===== config.mk =====
export PLATFORM = sky130hd
export DESIGN_NAME = deran_guard
export DESIGN_NICKNAME = d
export VERILOG_FILES = /design/src/rtl/deran_pkg.sv /design/src/rtl/deran_rdtimer.sv /design/src/rtl/deran_occ.sv /design/src/rtl/deran_guard.sv
export SDC_FILE = /design/constraint.sdc
export NUM_CORES = 1
export LEC_CHECK = 0
export BUFFER_PORTS_ARGS = -buffer_cell sky130_fd_sc_hd__buf_2
export CAP_MARGIN = 20
export CORE_MARGIN = 2
export CORE_UTILIZATION = 35
export CTS_CLUSTER_DIAMETER = 60
export DETAILED_ROUTE_END_ITERATION = 8
export GPL_ROUTABILITY_DRIVEN = 0
export GPL_TIMING_DRIVEN = 0
export MAX_ROUTING_LAYER = met4
export PLACE_DENSITY = 0.59
export SYNTH_ARGS = -nofsm -noshare
export SYNTH_HDL_FRONTEND = slang
export SYNTH_SLANG_ARGS = --single-unit

===== constraint.sdc =====
create_clock -name clk -period 7.45 [get_ports clk]
set_clock_uncertainty 0.05 [all_clocks]
set_input_delay 1.1175 -clock clk [delete_from_list [all_inputs] [get_ports clk]]
set_output_delay 1.1175 -clock clk [all_outputs]
set_load 0.01 [all_outputs]

===== src/rtl/deran_pkg.sv =====
package deran_pkg;

    // Occupancy counter width: must hold values up to DEPTH+1 so an excess is visible
    function automatic int occ_bits(input int depth);
        return $clog2(depth + 2);
    endfunction

    // Readout timer width: counts READOUT_CYCLES-1 down to zero
    function automatic int tmr_bits(input int cycles);
        return (cycles < 2) ? 1 : $clog2(cycles);
    endfunction

endpackage


===== src/rtl/deran_rdtimer.sv =====
module deran_rdtimer #(
    parameter int READOUT_CYCLES = 36
) (
    input  logic clk,
    input  logic rst_n,
    input  logic busy,
    output logic done
);
    localparam int TW = deran_pkg::tmr_bits(READOUT_CYCLES);
    localparam logic [TW-1:0] RELOAD = TW'(READOUT_CYCLES - 1);

    typedef struct packed {
        logic [TW-1:0] cnt;
    } tmr_t;

    tmr_t s_d, s_q;

    always_comb begin
        s_d  = s_q;
        done = busy && (s_q.cnt == '0);
        if (!busy || s_q.cnt == '0) begin
            s_d.cnt = RELOAD;
        end else begin
            s_d.cnt = s_q.cnt - 1'b1;
        end
    end

    always_ff @(posedge clk) begin
        if (!rst_n) begin
            s_q.cnt <= RELOAD;
        end else begin
            s_q <= s_d;
        end
    end

    // a running readout counts down one step per cycle
    a_r6_countdown: assert property (@(posedge clk) disable iff (!rst_n)
        (busy && s_q.cnt != '0) |=> (s_q.cnt == $past(s_q.cnt) - 1'b1));

    // while idle, the timer waits fully loaded for the next event
    a_r6_idle_loaded: assert property (@(posedge clk) disable iff (!rst_n)
        !busy |=> (s_q.cnt == RELOAD));

endmodule


===== src/rtl/deran_occ.sv =====
module deran_occ #(
    parameter int DEPTH = 16
) (
    input  logic                                   clk,
    input  logic                                   rst_n,
    input  logic                                   accept,
    input  logic                                   drain,
    output logic [deran_pkg::occ_bits(DEPTH)-1:0]  occ,
    output logic                                   full,
    output logic                                   err
);
    localparam int CW = deran_pkg::occ_bits(DEPTH);
    localparam logic [CW-1:0] DEPTH_V = CW'(DEPTH);

    typedef struct packed {
        logic [CW-1:0] occ;
        logic          err;
    } occ_t;

    occ_t s_d, s_q;

    always_comb begin
        s_d = s_q;
        unique case ({accept, drain})
            2'b10:   s_d.occ = s_q.occ + 1'b1;
            2'b01:   s_d.occ = s_q.occ - 1'b1;
            default: s_d.occ = s_q.occ;
        endcase
        s_d.err = s_q.err | (s_q.occ > DEPTH_V);
    end

    always_ff @(posedge clk) begin
        if (!rst_n) begin
            s_q.occ <= '0;
            s_q.err <= 1'b0;
        end else begin
            s_q <= s_d;
        end
    end

    assign occ  = s_q.occ;
    assign full = (s_q.occ == DEPTH_V);
    assign err  = s_q.err;

    // a lone accept adds one slot
    a_r5_count_up: assert property (@(posedge clk) disable iff (!rst_n)
        (accept && !drain) |=> (s_q.occ == $past(s_q.occ) + 1'b1));

    // accept and completion in the same cycle cancel
    a_r7_cancel: assert property (@(posedge clk) disable iff (!rst_n)
        (accept && drain) |=> $stable(s_q.occ));

    // occupancy never goes past the depth
    a_r8_no_overflow: assert property (@(posedge clk) disable iff (!rst_n)
        s_q.occ <= DEPTH_V);

    // no accept reaches the counter while it is full
    a_r3_full_blocks: assert property (@(posedge clk) disable iff (!rst_n)
        full |-> !accept);

endmodule


===== src/rtl/deran_guard.sv =====
module deran_guard #(
    parameter int DEPTH          = 16,
    parameter int READOUT_CYCLES = 36
) (
    input  logic                                  clk,
    input  logic                                  rst_n,
    input  logic                                  trig_in,
    input  logic                                  throttle_in,
    output logic                                  trig_out,
    output logic                                  veto,
    output logic [deran_pkg::occ_bits(DEPTH)-1:0] occupancy,
    output logic                                  ovf_err
);
    localparam int CW = deran_pkg::occ_bits(DEPTH);

    logic          full;
    logic          busy;
    logic          done;
    logic [CW-1:0] occ;

    assign veto      = trig_in && (full || throttle_in);
    assign trig_out  = trig_in && !veto;
    assign busy      = (occ != '0);
    assign occupancy = occ;

    deran_occ #(
        .DEPTH (DEPTH)
    ) u_occ (
        .clk    (clk),
        .rst_n  (rst_n),
        .accept (trig_out),
        .drain  (done),
        .occ    (occ),
        .full   (full),
        .err    (ovf_err)
    );

    deran_rdtimer #(
        .READOUT_CYCLES (READOUT_CYCLES)
    ) u_tmr (
        .clk   (clk),
        .rst_n (rst_n),
        .busy  (busy),
        .done  (done)
    );

    // pass and veto are exclusive, and a veto needs a raw accept
    a_r9_exclusive: assert property (@(posedge clk) disable iff (!rst_n)
        !(trig_out && veto) && (veto -> trig_in));

    // throttle refuses every raw accept
    a_r4_throttle: assert property (@(posedge clk) disable iff (!rst_n)
        (trig_in && throttle_in) |-> (veto && !trig_out));

    // a completion always frees a slot that was held
    a_r6_done_busy: assert property (@(posedge clk) disable iff (!rst_n)
        done |-> (occupancy != '0));

    // the sticky error stays clear
    a_r8_err_clear: assert property (@(posedge clk) disable iff (!rst_n)
        !ovf_err);

endmodule


-- Word-level counts from Yosys, hierarchy flattened
Index checks and enable logic that the tools add are counted.
- register bits after elaboration: 12
- input bits: 4
- output and inout port bits: 8
- word-level logic and storage cells: 24
- $add $sub $neg: 3
- order comparisons: 1
- equal/unequal tests: 3
- mux-type cells: 1
- bitwise operators: 2
- reductions and logical operators: 11
- operator list (operator ; number):
    $pmux 5 s2 ; 1
    $logic_not 6->1 ; 1
    $sub 6x1->6 const B ; 1
    $add 5x1->5 const B ; 1
    $eq 5x5->1 const B ; 1
    $gt 5x5->1 const B ; 1
    $reduce_bool 5->1 ; 1
    $sub 5x1->5 const B ; 1
    $logic_and 1x1->1 ; 3
    $eq 2x1->1 const B ; 1
    $eq 2x2->1 const B ; 1
    $logic_not 1->1 ; 2
    $logic_or 1x1->1 ; 2
    $reduce_bool 2->1 ; 1
    $reduce_or 2->1 ; 1
    $not 1->1 ; 1
    $or 1x1->1 ; 1

-- Logic depth before layout (Yosys ltp)
Gate-level depths: netlist of the first run.
- word-level depth: 7
- gate-level depth with buffers: 12
- mapped depth without buffers: 11

-- Modules after synthesis
A second synthesis of the first run with hierarchy kept.
- cells, all modules: 88
- area total of the unflattened synthesis: 779.5 sq um
- by module, submodules not included (module ; instances ; cells each ; area each (sq um) ; sequential area each (sq um)):
    deran_occ ; 1 ; 52 ; 450.4 ; 120.1
    deran_rdtimer ; 1 ; 31 ; 301.5 ; 120.1
    deran_guard ; 1 ; 5 ; 27.5 ; 0.0

-- Least setup slack after synthesis of the first run
OpenSTA, ideal clock, no wires.
- path kind: input to register
- from: in throttle_in
- to: reg, netlist name u_occ.occ[4]
- library setup time: 0.072 ns
- data arrival time: 2.762 ns
- required time: 7.328 ns
- setup slack: 4.567 ns
- cell stages on the path: 10
- buffers on the path: 1
- cells stage by stage: a21oi_1 > nand2_1 > ha_1 > buf_6 > xor2_1 > ha_1 > o21ai_0 > a21oi_1 > o32ai_1 > mux2i_1
- word-level cells in the longest chain between the ends: 6
- elaborated cells between the ends (all ways): 8
- those cells by class: 2 x eq/ne; 1 x mux; 5 x reduce/logical
- ends and longest elaborated chain (what ; line ; source):
    from (decl) ; deran_guard.sv:8 ; input logic throttle_in,
    $logic_or 1x1->1 * ; deran_guard.sv:21 ; assign veto = trig_in && (full || throttle_in);
    $logic_and 1x1->1 * ; deran_guard.sv:21 ;
    $logic_not 1->1 * ; deran_guard.sv:22 ; assign trig_out = trig_in && !veto;
    $logic_and 1x1->1 * ; deran_guard.sv:22 ;
    $eq 2x1->1 or $eq 2x2->1 (tied branches) ; deran_occ.sv:24 ; unique case ({accept, drain})
    $pmux 5 s2 or $reduce_bool 2->1 (tied branches) ; - ;
Every way passes the cells marked *; elsewhere a longest branch is shown, timed or not.
A chain may end at the register's enable or synchronous reset.

-- Worst setup path in the final report of the first run
- from: in throttle_in
- to: reg, netlist name u_occ.occ[4]
- word-level cells in the longest chain between the ends: 6
- elaborated cells between the ends (all ways): 8
- those cells by class: 2 x eq/ne; 1 x mux; 5 x reduce/logical
- ends and longest elaborated chain (what ; line):
    $logic_or 1x1->1 * ; deran_guard.sv:21
    $logic_and 1x1->1 * ; deran_guard.sv:21
    $logic_not 1->1 * ; deran_guard.sv:22
    $logic_and 1x1->1 * ; deran_guard.sv:22
    $eq 2x1->1 or $eq 2x2->1 (tied branches) ; deran_occ.sv:24
    $pmux 5 s2 or $reduce_bool 2->1 (tied branches) ; -
Marks and branches as above.

==> flow_summary.toml, run 1 <==
[die]
core-area_um2 = 1980
initial_utilization_pct = 37.6
die_area_um2 = 2520
dieHeight_um = 50.2
die_x_um = 50.2
rows = 16
ios = 12

[timing]
fmax_mhz = 340
fin_setup_tns_ps = 0
rsz0062_at_grt = "no"
setup_viol = 0
worstMarginPinSlew_ps = 372
period_minus_slack_ps = 2940
finalCritPeriodShare_pct = 39.5
whs_ps = 357
finalHoldViolCount = 0
slew_headroom_pct = 75.1
drv_slew = 0

[clocking]
clock_path_buffers = 2
cts_setup_buffers = 0
path_clk_slew_ps = 80
cts_hold_buf = 0
clk_latency_ps = 260
cts_buffers = 3
h-tree-depth = 1
tritoncts = "yes"
cts_resized = 0
cts-root-buf = "clkbuf_4"
cts.sinks = 12

[final_layout]
fin_cells = 129
area_growth_pct = 16.8
final_nets = 113
drive_gt1_share_pct = 21.6
insertedDiodeCount = 0
layout_common_cells = "buf_2, dfxtp_1, nor2_1"

[run]
maxCapViolations = 0

[setup_path]
endpoint_kind = "flip-flop"
cp-start-kind = "input port"
crit_path_cell_trace = "buf_2 > a21oi_1 > nand2_1 > ha_1 > buf_6 > xor2_1 > ha_1 > o21ai_0 > a21oi_1 > o32ai_1 > mux2i_1"
reg2reg_slack_ps = 4690
rr_worst_depth = 12
worst-setup-path-type = "input port to flip-flop"
cp_slowest_cell = "o32ai_1"
crit_arrival_ps = 3090
crit_path_max_incr_delay_ps = 390
crit_fanout = 7
crit_required_ps = 7600

[global_route]
met2_usage_pct = 18.4
grt_pass1_wl_um = 2340
grt.overflow.total = 0
grt_use_met3_pct = 2.68
busiest_layer = "met2"
antenna_found_initial = 0
first_global_vias = 552
grtUsageTotal_pct = 12.3
met1_usage_pct = 16.4
grt_max_degree = 10

[pwr]
seqPwrFrac_pct = 51.1
powerDensity_nw_per_um2 = 150
p_clk_share_pct = 39.3
power.static_leakage_nw = 0.415
p_comb_share_pct = 9.5
p_int_w = 0.000100
switching_share_pct = 23.1
ir_drop_mv = 0.0651
p_sw_w = 0.0000301

[yosys]
synthesis.area_um2 = 746
synthCells = 87
yosysSeqAreaShare_pct = 32.2
yosysWarnings = 0
synth_fp_nets = 97
synth_edf_count = 0
yosys.cell_types.count = 31
ys_ff_latch = 12
avgSynthCellArea_um2 = 8.57
async_flop_share_pct = 0
synth_ff_type = "dfxtp_1"

[route]
via_count = 626
routedWlPerCell_um = 10.5
detail_route.iter0.violations = 6
routed_via_density = 4.85
routed_wl_um = 1350
drt-pass1-iter-count = 4
drc = 0
ant_nets = 0

[placed_design]
hpwl_um = 1030
dpl.cell_count = 125
port_buffers = 11

[worst_hold_path]
min_path_type = "flip-flop to flip-flop"
holdPathStages = 1

[run_status]
status = "finished, final reports clean"
==> worst max-delay path, delay by kind of cell <==
kind	cells	cell delay (ps)
compound gates	4	780
fa+ha+maj	2	470
buf+inv	2	230
mux	1	230
xor+xnor	1	140
simple gates	1	120
==> sequential cells by signal, indices dropped and copies added, names as in the netlist <==
| signal | flops |
|---|---|
| u_occ.err | 1 |
| u_occ.occ | 5 |
| u_tmr.s_q | 6 |
==> synth_stat cells, drive strengths merged (3+ instances only) <==
cell type | instances | share of area [%]
dfxtp | 12 | 32
a21oi | 6 | 4.5
ha | 6 | 10
nor2b | 3 | 2.5
mux2i | 3 | 4.0
nand2 | 6 | 3.0
buf | 4 | 4.7
nand3 | 5 | 3.4
inv | 6 | 3.0
xor2 | 3 | 3.5
xnor2 | 4 | 4.7
nor2 | 7 | 3.5
==> cells by family after synthesis <==
kind of cell	after synthesis	share of synthesized area, %
mux	3	4.03
xor+xnor	7	8.22
compound gates	13	11.1
fa+ha+maj	6	10.1
flops	12	32.2
buf+inv	10	7.72
simple gates	36	26.7
==> path summary, 6_finish.rpt <==
path | startpoint | to
worst max-delay path | throttle_in | u_occ.occ[4]
worst max register to register | u_occ.occ[1] | u_occ.occ[4]
worst min-delay path | u_tmr.s_q[0] | u_tmr.s_q[0]
worst min register to register | u_tmr.s_q[0] | u_tmr.s_q[0]
==> through the flow <==
step | total power (W) | utilization, % | setup slack, ps | instance area (um^2)
after CTS | 0.000132 | 43.9 | 4500 | 871
final | 0.000130 | 43.9 | 4510 | 871
after floorplan | 0.0000765 | - | 4570 | 746
after detailed placement | 0.0000808 | 42.1 | 4210 | 835
after global routing | 0.000138 | 43.9 | 4410 | 871
after global placement | 0.0000805 | 42.1 | 4250 | 835
==> power by group through the flow <==
stage	clock [W]	combinational (W)	sequential, W
final	0.0000513	0.0000124	0.0000666
after global routing	0.0000565	0.0000142	0.0000668
after CTS	0.0000532	0.0000126	0.0000667
after detailed placement	0	0.0000125	0.0000682
after global placement	0	0.0000124	0.0000681
after floorplan	0	0.00000825	0.0000682
==> metal layers <==
layer	routed length (um)	part of all wire, %
met2	604	45
met1	686	51
met4	18	1.3
met5	0	0
met3	40	3.0
==> area by class of cell <==
type | count | area, um^2
Buffer | 4 | 35.0
Timing Repair Buffer | 11 | 55.1
Multi-Input combinational cell | 65 | 448
Inverter | 6 | 22.5
Clock buffer | 4 | 36.3
Tap cell | 27 | 33.8
Sequential cell | 12 | 240
Fill cell | 211 | 1110
Note: power is estimated with default switching activity, not from simulation.
==> inputs of run 2 (changes only) <==
==> constraint.sdc (replaced) <==
create_clock -name clk -period 2.9 [get_ports clk]
set_clock_uncertainty 0.05 [all_clocks]
set_input_delay 0.435 -clock clk [delete_from_list [all_inputs] [get_ports clk]]
set_output_delay 0.435 -clock clk [all_outputs]
set_load 0.01 [all_outputs]
==> run 2 against run 1 <==
Die area unchanged. Power rose to 2.6 times the previous value. Cell area up 0.86%. Global-route usage unchanged. Clock power rose to 2.6 times the previous value. Sequential share of layout area down 0.24 points. Critical endpoint unchanged. Highest routed layer unchanged.
==> flow_summary.toml, run 2 (synthesis results as in run 1) <==
[run_status]
status = "finished, final reports clean"

[pwr]
ir_drop_mv = 0.167
p_comb_share_pct = 9.6
p_int_w = 0.000258
finalPower_w = 0.000335
power.static_leakage_nw = 0.416
p_sw_w = 0.0000776
powerDensity_nw_per_um2 = 382
seqPwrFrac_pct = 51.1
p_clk_share_pct = 39.3
switching_share_pct = 23.1

[clocking]
clock_path_buffers = 2
cts.sinks = 12
tritoncts = "yes"
clk_latency_ps = 260
cts-root-buf = "clkbuf_4"
cts_buffers = 3
h-tree-depth = 1
path_clk_slew_ps = 80

[setup_path]
crit_fanout = 8
crit_start = "u_occ.occ[1]"
crit_required_ps = 3050
cp_slowest_cell = "nor4_2"
crit_path_cell_trace = "buf_6 > nor4_2 > nand2b_1 > nor2b_1 > ha_1 > buf_6 > xor2_1 > ha_1 > o21ai_0 > a21oi_1 > o32ai_2 > mux2i_1"
critPathBufInv = 2
endpoint_kind = "flip-flop"
crit_family = "simple AND/OR/NAND/NOR gates"
reg2reg_slack_ps = 220
cp-start-kind = "flip-flop"
r2r_end = "u_occ.occ[4]"
worst-setup-path-type = "flip-flop to flip-flop"
crit_path_max_incr_delay_ps = 330
crit_arrival_ps = 2830
rr_worst_depth = 12
r2r_start = "u_occ.occ[1]"

[worst_hold_path]
hp-start = "u_tmr.s_q[0]"
min_path_type = "flip-flop to flip-flop"
min_to = "u_tmr.s_q[0]"
holdPathStages = 1

[final_layout]
reg_top3 = "u_tmr.s_q x6, u_occ.occ x5, u_occ.err x1"
largest_reg_flops = 6
final_nets = 113
drive_gt1_share_pct = 22.5
insertedDiodeCount = 0
area_growth_pct = 17.8
top_register = "u_tmr.s_q"
layout_common_cells = "buf_2, dfxtp_1, nor2_1"

[global_route]
antenna_found_initial = 0
first_global_vias = 552
grt.overflow.total = 0
grt_max_degree = 10
grtUsageTotal_pct = 12.3
grt_pass1_wl_um = 2340

[route]
drc = 0
routed_wl_um = 1360
detail_route.iter0.violations = 9
wl_met1_um = 682
routed_via_density = 4.88
via_count = 630
routedWlPerCell_um = 10.5
highest_layer = "met4"
wl_met3_um = 57
drt-pass1-iter-count = 4
met2_length_um = 602
ant_nets = 0

[run]
maxCapViolations = 0

[timing]
finalHoldViolCount = 0
drv_slew = 0
fin_setup_tns_ps = 0
period_minus_slack_ps = 2680
worstMarginPinSlew_ps = 348
setup_viol = 0
finalCritPeriodShare_pct = 92.6
rsz0062_at_grt = "no"
fmax_mhz = 372
slew_headroom_pct = 76.6

[die]
die_x_um = 50.2
die_area_um2 = 2520
ios = 12
core-area_um2 = 1980
initial_utilization_pct = 37.6
rows = 16
dieHeight_um = 50.2

[placed_design]
port_buffers = 11
hpwl_um = 1030
[run 2: cell counts in the layout (fill, tap and decap cells not counted)]
Identical to the previous run, type by type.
[run 2: stage by stage]
stage | cell area, um^2 | hold WS [ps] | std cells | worst slack, ps | util [%]
global placement | 835 | 333 | 125 | 158 | 42.1
detailed placement | 835 | 340 | 125 | 126 | 42.1
finish | 878 | 357 | 129 | 215 | 44.3
CTS | 871 | 359 | 129 | 119 | 43.9
floorplan | 746 | 321 | 87 | 400 | -
global route | 878 | 378 | 129 | 62.4 | 44.3
[run 2: area by class of cell]
cell class	count	area, um^2
multi-input combinational	65	455
tap	27	33.8
inverter	6	22.5
timing repair buffer	11	55.1
clock buffer	4	36.3
buffer	4	35.0
sequential	12	240
fill	211	1100
[run 2: how the worst max path moves through the flow]
stage / end / cells past startpoint / slack (ps)
2_1_floorplan: u_occ.occ[4] / 12 / 400
3_3_place_gp: u_occ.occ[4] / 12 / 160
3_5_place_dp: u_occ.occ[4] / 12 / 130
4_1_cts: u_occ.occ[4] / 12 / 120
5_1_grt: u_occ.occ[4] / 12 / 60
6_report: u_occ.occ[4] / 12 / 220
[run 2: timing repair]
item,in CTS,in global routing
resized for setup,0,1
setup endpoints to repair,0,1
hold buffers,0,0
buffers inserted,0,0
[run 2: power by group through the flow]
stage	combinational [W]	sequential, W	clock, W
global placement	0.0000319	0.000175	0
global route	0.0000368	0.000172	0.000145
floorplan	0.0000212	0.000175	0
detailed placement	0.0000322	0.000175	0
finish	0.0000322	0.000171	0.000132
CTS	0.0000324	0.000171	0.000137
[run 2: per-layer routing]
| metal | global-route usage (%) | vias up |
|---|---|---|
| met4 | 4.17 | 0 |
| met2 | 18.4 | 17 |
| li1 | - | 326 |
| met5 | - | - |
| met1 | 16.4 | 285 |
| met3 | 2.68 | 2 |
